[config.mk]
export PLATFORM = sky130hd
export DESIGN_NAME = rd_handshake
export DESIGN_NICKNAME = d
export VERILOG_FILES = /design/src/rtl/hs_pkg.sv /design/src/rtl/hs_master.sv /design/src/rtl/hs_slave.sv /design/src/rtl/rd_handshake.sv
export SDC_FILE = /design/constraint.sdc
export NUM_CORES = 1
export LEC_CHECK = 0
export ABC_AREA = 1
export BUFFER_PORTS_ARGS = -buffer_cell sky130_fd_sc_hd__buf_2
export CELL_PAD_IN_SITES_DETAIL_PLACEMENT = 0
export CELL_PAD_IN_SITES_GLOBAL_PLACEMENT = 1
export CORE_ASPECT_RATIO = 1.1
export CORE_MARGIN = 4
export CORE_UTILIZATION = 35
export CTS_CLUSTER_SIZE = 40
export DETAILED_ROUTE_END_ITERATION = 16
export HOLD_SLACK_MARGIN = 0.12
export PLACE_DENSITY_LB_ADDON = 0.1
export SETUP_SLACK_MARGIN = 0.02
export SYNTH_ARGS = -nofsm -noshare
export SYNTH_HDL_FRONTEND = slang
export SYNTH_SLANG_ARGS = --single-unit
[constraint.sdc]
create_clock -name clk -period 1.5 [get_ports clk]
set_clock_uncertainty 0.05 [all_clocks]
set_input_delay 0.15 -clock clk [delete_from_list [all_inputs] [get_ports clk]]
set_output_delay 0.15 -clock clk [all_outputs]
set_load 0.01 [all_outputs]
[src/rtl/hs_pkg.sv]
package hs_pkg;
  typedef enum logic [1:0] {
    M_IDLE    = 2'd0,
    M_DRIVE   = 2'd1,
    M_WAIT    = 2'd2,
    M_RELEASE = 2'd3
  } m_state_t;

  typedef enum logic [1:0] {
    S_IDLE = 2'd0,
    S_BUSY = 2'd1,
    S_ACK  = 2'd2
  } s_state_t;
endpackage

[src/rtl/hs_master.sv]
module hs_master #(
  parameter int AW = 8,
  parameter int DW = 16
) (
  input  logic          clk,
  input  logic          rst_n,
  input  logic          start_i,
  input  logic [AW-1:0] addr_i,
  input  logic          srdy_i,
  input  logic [DW-1:0] data_i,
  output logic [AW-1:0] addr_o,
  output logic          rd_o,
  output logic          mrdy_o,
  output logic          busy_o,
  output logic          done_o,
  output logic [DW-1:0] rd_data_o
);
  import hs_pkg::*;

  m_state_t      state_q, state_d;
  logic [AW-1:0] addr_q;
  logic [DW-1:0] rdata_q;
  logic          done_q, done_d;
  logic          addr_en, data_en;

  always_comb begin
    state_d = state_q;
    addr_en = 1'b0;
    data_en = 1'b0;
    done_d  = 1'b0;
    case (state_q)
      M_IDLE:    if (start_i) begin addr_en = 1'b1; state_d = M_DRIVE; end
      M_DRIVE:   state_d = M_WAIT;
      M_WAIT:    if (srdy_i) begin data_en = 1'b1; state_d = M_RELEASE; end
      M_RELEASE: if (!srdy_i) begin done_d = 1'b1; state_d = M_IDLE; end
      default:   state_d = M_IDLE;
    endcase
  end

  always_ff @(posedge clk or negedge rst_n) begin
    if (!rst_n) begin
      state_q <= M_IDLE;
      addr_q  <= '0;
      rdata_q <= '0;
      done_q  <= 1'b0;
    end else begin
      state_q <= state_d;
      done_q  <= done_d;
      if (addr_en) addr_q  <= addr_i;
      if (data_en) rdata_q <= data_i;
    end
  end

  logic drive_bus;
  assign drive_bus = (state_q == M_DRIVE) || (state_q == M_WAIT);
  assign addr_o    = drive_bus ? addr_q : '0;
  assign rd_o      = drive_bus;
  assign mrdy_o    = (state_q == M_WAIT);
  assign busy_o    = (state_q != M_IDLE);
  assign done_o    = done_q;
  assign rd_data_o = rdata_q;

  AST_ADDR_HELD: assert property (@(posedge clk) disable iff (!rst_n)
    (mrdy_o && !srdy_i) |=> ($stable(addr_o) && rd_o));
  AST_ADDR_BEFORE_MRDY: assert property (@(posedge clk) disable iff (!rst_n)
    $rose(mrdy_o) |-> ($stable(addr_o) && $past(rd_o)));
  AST_MRDY_RISE_QUIET: assert property (@(posedge clk) disable iff (!rst_n)
    $rose(mrdy_o) |-> !srdy_i);
  AST_WITHDRAW: assert property (@(posedge clk) disable iff (!rst_n)
    (mrdy_o && srdy_i) |=> (!mrdy_o && !rd_o && addr_o == '0));
  AST_DONE_PULSE: assert property (@(posedge clk) disable iff (!rst_n)
    done_o |=> !done_o);
endmodule

[src/rtl/hs_slave.sv]
module hs_slave #(
  parameter int            AW    = 8,
  parameter int            DW    = 16,
  parameter int            OFF_W = 4,
  parameter logic [AW-1:0] BASE  = '0,
  parameter int            LAT   = 1,
  parameter logic [DW-1:0] KEY   = '0
) (
  input  logic          clk,
  input  logic          rst_n,
  input  logic [AW-1:0] addr_i,
  input  logic          rd_i,
  input  logic          mrdy_i,
  output logic          srdy_o,
  output logic [DW-1:0] data_o
);
  import hs_pkg::*;

  localparam int CW = (LAT < 1) ? 1 : $clog2(LAT + 1);

  s_state_t      state_q, state_d;
  logic [CW-1:0] cnt_q, cnt_d;
  logic [DW-1:0] data_q;
  logic          hit, load_en;

  assign hit = rd_i && (addr_i[AW-1:OFF_W] == BASE[AW-1:OFF_W]);

  always_comb begin
    state_d = state_q;
    cnt_d   = cnt_q;
    load_en = 1'b0;
    case (state_q)
      S_IDLE: if (mrdy_i && hit) begin
        load_en = 1'b1;
        cnt_d   = CW'(LAT);
        state_d = S_BUSY;
      end
      S_BUSY: if (cnt_q == '0) state_d = S_ACK;
              else             cnt_d   = cnt_q - 1'b1;
      S_ACK:  if (!mrdy_i) state_d = S_IDLE;
      default: state_d = S_IDLE;
    endcase
  end

  always_ff @(posedge clk or negedge rst_n) begin
    if (!rst_n) begin
      state_q <= S_IDLE;
      cnt_q   <= '0;
      data_q  <= '0;
    end else begin
      state_q <= state_d;
      cnt_q   <= cnt_d;
      if (load_en) data_q <= KEY + DW'(addr_i);
    end
  end

  assign srdy_o = (state_q == S_ACK);
  assign data_o = srdy_o ? data_q : '0;

  AST_SRDY_AFTER_MRDY: assert property (@(posedge clk) disable iff (!rst_n)
    $rose(srdy_o) |-> mrdy_i);
  AST_SRDY_HOLD: assert property (@(posedge clk) disable iff (!rst_n)
    (srdy_o && mrdy_i) |=> (srdy_o && $stable(data_o)));
  AST_SRDY_DROP: assert property (@(posedge clk) disable iff (!rst_n)
    (srdy_o && !mrdy_i) |=> (!srdy_o && data_o == '0));
endmodule

[src/rtl/rd_handshake.sv]
module rd_handshake #(
  parameter int                   AW       = 8,
  parameter int                   DW       = 16,
  parameter int                   OFF_W    = 4,
  parameter int                   NSLV     = 2,
  parameter logic [NSLV*AW-1:0]   SLV_BASE = {8'h40, 8'h10},
  parameter logic [NSLV*8-1:0]    SLV_LAT  = {8'd5, 8'd2},
  parameter logic [NSLV*DW-1:0]   SLV_KEY  = {16'hB000, 16'hA000}
) (
  input  logic          clk,
  input  logic          rst_n,
  input  logic          start_i,
  input  logic [AW-1:0] addr_i,
  output logic          busy_o,
  output logic          done_o,
  output logic [DW-1:0] rd_data_o,
  output logic [AW-1:0] bus_addr_o,
  output logic          bus_rd_o,
  output logic          bus_mrdy_o,
  output logic          bus_srdy_o,
  output logic [DW-1:0] bus_data_o
);
  logic [NSLV-1:0] srdy_v;
  logic [DW-1:0]   data_v [NSLV];

  hs_master #(.AW(AW), .DW(DW)) u_master (
    .clk(clk), .rst_n(rst_n), .start_i(start_i), .addr_i(addr_i),
    .srdy_i(bus_srdy_o), .data_i(bus_data_o),
    .addr_o(bus_addr_o), .rd_o(bus_rd_o), .mrdy_o(bus_mrdy_o),
    .busy_o(busy_o), .done_o(done_o), .rd_data_o(rd_data_o)
  );

  for (genvar i = 0; i < NSLV; i++) begin : g_slv
    hs_slave #(
      .AW(AW), .DW(DW), .OFF_W(OFF_W),
      .BASE(SLV_BASE[i*AW +: AW]),
      .LAT(int'(SLV_LAT[i*8 +: 8])),
      .KEY(SLV_KEY[i*DW +: DW])
    ) u_slv (
      .clk(clk), .rst_n(rst_n), .addr_i(bus_addr_o), .rd_i(bus_rd_o),
      .mrdy_i(bus_mrdy_o), .srdy_o(srdy_v[i]), .data_o(data_v[i])
    );
  end

  always_comb begin
    bus_data_o = '0;
    for (int i = 0; i < NSLV; i++) bus_data_o = bus_data_o | data_v[i];
  end
  assign bus_srdy_o = |srdy_v;

  AST_ONE_RESPONDER: assert property (@(posedge clk) disable iff (!rst_n)
    $onehot0(srdy_v));
  AST_QUIET_DATA: assert property (@(posedge clk) disable iff (!rst_n)
    !bus_srdy_o |-> (bus_data_o == '0));
endmodule

### After elaboration in Yosys (flattened, before gate mapping)

Index checks and enable logic that the tools add are counted.

* add/sub/neg operators: 4
* equal/unequal tests: 20
* multiplexer cells: 30
* bitwise gates (word level): 1
* reductions and logical operators: 19

Operators by type and width (number)
* $add 16x8->16 const A: 2
* $mux 16: 2
* $mux 2: 10
* $or 16x16->16: 1
* $reduce_and 3->1: 5
* $ne 2x2->1 const B: 7
* $pmux 2 s3: 2
* $mux 1: 10
* $eq 2x2->1 const B: 4
* $logic_not 2->1: 4
* $mux 8: 1
* $ne 2x1->1 const B: 4
* $pmux 2 s4: 1
* $eq 2x1->1 const B: 3
* $mux 3: 2
* $pmux 3 s2: 1
* $reduce_bool 2->1: 3
* $eq 4x1->1 const B: 1
* $eq 4x3->1 const B: 1
* $logic_and 1x1->1: 4
* $pmux 2 s2: 1
* $logic_not 3->1: 1
* $sub 3x1->3 const B: 1
* $reduce_or 2->1: 1
* 2 further kinds: 2

* register bits after elaboration: 68
* input bits: 11
* logic and storage cells: 84

### Depth between registers and ports, before layout

* depth in word-level cells: 8
* gate-level depth with buffers: 9
* mapped depth without buffers: 8

### Hierarchy

From an unflattened synthesis, not the netlist that was laid out.

* cells, all modules: 384
* area total of the unflattened synthesis: 2916.5 µm²

By module, submodules not included
* hs_master: instances 1, cells each 152, area an instance 1271.2 µm²
* hs_slave (g_slv[1].u_slv): instances 1, cells each 95, area an instance 742.0 µm²
* hs_slave (g_slv[0].u_slv): instances 1, cells each 86, area an instance 711.9 µm²
* rd_handshake: instances 1, cells each 51, area an instance 191.4 µm²

### Worst setup path after synthesis

No wires, ideal clock.

* path kind: reg2reg
* from: reg u_master.state_q[1]
* to: reg g_slv[0].u_slv.data_q[2]
* arrival time: 1444 ps
* path slack: -114 ps
* stages on the path, launching flop included: 10
* clock period less this slack: 1614 ps
* path through: dfrtp_1 -> inv_1 -> ha_1 -> buf_6 -> nand2_4 -> nor2_1 -> nand3_2 -> buf_6 -> nand2_1 -> o21ai_2

* word-level cells in the longest chain between the ends: 8
* elaborated cells between the ends (all ways): 10
* classes of those cells: add/sub (1); eq/ne (3); mux (3); reduce/logical (3)

RTL lines
* from (decl): RTL line hs_master.sv:20 `m_state_t state_q, state_d;`
* from (signal assigned): RTL line hs_master.sv:47 `state_q <= state_d;`
* $eq 2x1->1 / $eq 2x2->1 (equally long branches): RTL line hs_master.sv:55 `assign drive_bus = (state_q == M_DRIVE) || (state_q == M_WAIT);`
* $logic_or 1x1->1 (*): RTL line hs_master.sv:55
* via bus_rd_o: RTL line rd_handshake.sv:18 `output logic bus_rd_o,`
* parallel branches: the longest is 6 deep, another holds $add 16x8->16
* to (signal assigned): RTL line hs_slave.sv:53 `if (load_en) data_q <= KEY + DW'(addr_i);`
* to (decl): RTL line hs_slave.sv:23 `logic [DW-1:0] data_q;`

Mark *: on every way through the listed nets, which the timed path passes.
A chain may end at the register's enable or synchronous reset.

### Worst setup path in the final report

* from: reg u_master.state_q[0]
* to: out bus_addr_o[1]

* word-level cells in the longest chain between the ends: 3
* elaborated cells between the ends (all ways): 4
* classes of those cells: eq/ne (2); mux (1); reduce/logical (1)

RTL lines
* $eq 2x1->1 / $eq 2x2->1 (equally long branches): RTL line hs_master.sv:55
* $logic_or 1x1->1 (*): RTL line hs_master.sv:55
* $mux 8 (*): RTL line hs_master.sv:56 `assign addr_o = drive_bus ? addr_q : '0;`
* to (decl): RTL line rd_handshake.sv:17 `output logic [AW-1:0] bus_addr_o,`

Every way passes the cells marked *; elsewhere a longest branch is shown, timed or not.

==> impl_metrics.csv <==
group,metric,value,unit
floorplanning,die-area,7913,µm²
clock_network,htree_levels,2,
critical_path,worstSetupPathType,"reg2out",
run,maxCapViolCount,0,
global_routing,grt_pass1_vias,1708,
yosys,synth_warnings,0,
yosys,synth_ff_type,"dfrtp_1",
yosys,syn_area,2293,µm²
detailed_routing,drt.antenna.violating_nets,0,
final_layout,syn_to_final_growth,51.83,%
clock_network,cts_root_buf,"clkbuf_8",
sta,drv_slew,0,
global_routing,grt_pass1_wl,8576,µm
final_layout,postLayoutCoreUtil,0.5555,
yosys,synth_top_family_by_area,"simple AND/OR/NAND/NOR gates",
sta,max_freq,642.0,MHz
yosys,synth_top_cells_by_area,"dfrtp_1, nand2_1, inv_1",
clock_network,cts_tree,"yes",
sta,post-route-period-util,1.038,
detailed_routing,drc,0,
global_routing,grt_overflow,0,
critical_path,crit_slowest_cell,"dfrtp_1",
critical_path,critPathCaptureType,"primary output",
power_and_ir_drop,ir_drop,1209,µV
floorplanning,io_pins,56,
floorplanning,die_h,92.90,µm
yosys,synthCells,259,
global_routing,grt_max_degree,49,
clock_network,cts.sink_count,48,
detailed_routing,first_pass_iters,4,
critical_path,max_stage_delay,0.37,ns
global_routing,grt_util_all_layers,0.1368,
yosys,synth_top_area_share,0.5237,
clock_network,clk_pin_slew,0.09,ns
global_routing,antenna_found_initial,0,
detailed_routing,wl_per_cell,12.46,µm
floorplanning,row_count,30,
yosys,synth_mux_area_frac,0.03437,
placed_design,post-dp-hpwl,3542,µm
sta,period_minus_slack,1.558,ns
yosys,synth-compound-area-share,0.05292,
final_layout,layout.nets,360,
placed_design,io_buffers,45,
power_and_ir_drop,power.density,1578,nW/µm²
sta,layout_setup_ws,-0.05767,ns
sta,hold_slack,0.2003,ns
outcome,status,"complete, but fails checks",
final_layout,layout-drive-gt1-share,0.4898,
detailed_routing,vias,1800,
detailed_routing,via_per_inst,4.255,
clock_network,cts_made_buffers,5,
placed_design,gp_congestion,0.6743,
yosys,synth-simple-area-share,0.2264,
clock_network,clk_latency,0.30,ns
detailed_routing,routed_wl,5270,µm
floorplanning,start_util,0.3659,
sta,setup_viol,10,
yosys,synth_edf_count,0,
outcome,violations,"negative setup slack",
yosys,synth_cell_types,21,
yosys,syn_area_per_cell,8.855,µm²
power_and_ir_drop,p_leak,1.897,nW
yosys,synthXorXnorAreaFrac,0,
power_and_ir_drop,report.power.total,5.496,mW
sta,rsz0062_at_grt,"yes",
critical_path,crit_chain,"inv_2, ha_4, buf_12, nand2_4, inv_2, buf_6",
critical_path,crit_arrival,1.36,ns
sta,hold_viol,0,
detailed_routing,drt_iter0_markers,93,
critical_path,worst_path_most_repeated_cell,"inv_2",
critical_path,worstPathMaxFanout,7,
yosys,ys_ff_latch,48,
hold_path,hold_class,"in2reg",
final_layout,final_common_cell,"nand2_1",
final_layout,final_cell_mix,"nand2_1, dfrtp_1, buf_2",
clock_network,clockBufferDepth,2,
floorplanning,core-area,6269,µm²
critical_path,crit_required,1.30,ns
final_layout,diodes,0,
yosys,synth_area_leader_cell,"dfrtp_1",
sta,fin_tns_setup,-0.4181,ns
critical_path,critPathLaunchType,"flip-flop",
yosys,ys_async_sr_fraction,1.000,
floorplanning,die_w,85.18,µm
yosys,synthAdderAreaFrac,0.03819,
yosys,seq_area_frac_synth,0.5237,
path summary, 6_finish.rpt:
kind / cells past startpoint / slack [ns] / endpoint / startpoint
worst max-delay path: 6 / -0.06 / bus_addr_o[1] / u_master.state_q[0]$_DFFE_PN0P_
worst min-delay path: 4 / 0.20 / u_master.state_q[0]$_DFFE_PN0P_ / start_i
worst max register to register: 10 / -0.01 / g_slv[1].u_slv.cnt_q[1]$_DFFE_PN0P_ / u_master.state_q[0]$_DFFE_PN0P_
worst min register to register: 2 / 0.43 / u_master.rd_data_o[5]$_DFFE_PN0P_ / u_master.rd_data_o[5]$_DFFE_PN0P_
max in group asynchronous: 3 / 0.85 / g_slv[1].u_slv.state_q[1]$_DFFE_PN0P_ / rst_n
min in group asynchronous: 3 / 0.30 / u_master.rd_data_o[1]$_DFFE_PN0P_ / rst_n
layout make-up:
type | count | area, µm²
Inverter | 40 | 177.7
Sequential cell | 48 | 1204
Timing Repair Buffer | 83 | 725.7
Fill cell | 579 | 2786
Clock buffer | 6 | 72.57
Multi-Input combinational cell | 164 | 1167
Tap cell | 80 | 100.1
Clock inverter | 2 | 35.03
layer usage:
layer,part of all wire,GRT usage
met1,0.46,0.1872
met2,0.48,0.2144
met3,0.048,0.03559
met4,0.011,0.03562
met5,0,0
synth_stat cells (2+ instances only):
cell	count
nand2_1	86
dfrtp_1	48
inv_1	39
nor2_1	17
buf_4	13
nand3_1	8
o21ai_2	8
ha_1	7
mux2_2	7
o22ai_1	5
buf_6	3
nand2_2	3
o21ai_0	3
nand2_4	2
nand3_2	2
nand4_1	2
or2_2	2
state kept, by name, indices dropped and copies added, names as in the netlist:
register / cells
g_slv.u_slv.state_q: 4
g_slv.u_slv.cnt_q: 5
u_master.addr_q: 8
u_master.state_q: 2
g_slv.u_slv.data_q: 18
u_master.done_o: 1
u_master.rd_data_o: 10
kinds of logic after synthesis:
logic type / count (synthesis)
adder cells (fa/ha/maj): 7
other: 1
buffers and inverters: 56
flip-flops: 48
AO/OA/AOI/OAI: 17
AND/OR/NAND/NOR: 123
multiplexers: 7
worst max-delay path: cells and delay by family, from the launching register on:
family	cells	cell delay (ns)
buffers and inverters	4	0.34
and+or+nand+nor	1	0.05
DFF	1	0.37
adders and majority gates	1	0.29
stage by stage:
step           worst slack, ns  instance area, µm²  std cells
6_report              -0.05767                3482        423
5_1_grt                -0.1400                3482        423
4_1_cts               -0.08060                3148        415
3_5_place_dp          -0.03860                2659        387
3_3_place_gp          0.001720                2659        387
2_1_floorplan         -0.01296                2365        268
what timing repair did:
action,4_1_cts,5_1_grt
hold buffers,9,0
pin swaps,3,7
endpoints found under the hold margin,56,0
endpoints found under the setup margin,39,54
buffers inserted,11,8
resized for setup,56,64
report_power, final:
part	total [mW]	leakage, nW	switching, mW	internal, mW
sequential	1.78	0.636	0.213	1.57
clock	0.927	0.0552	0.431	0.495
combinational	2.79	1.21	1.35	1.44
total	5.50	1.90	2.00	3.50
Power figures use the tool's default switching activity.
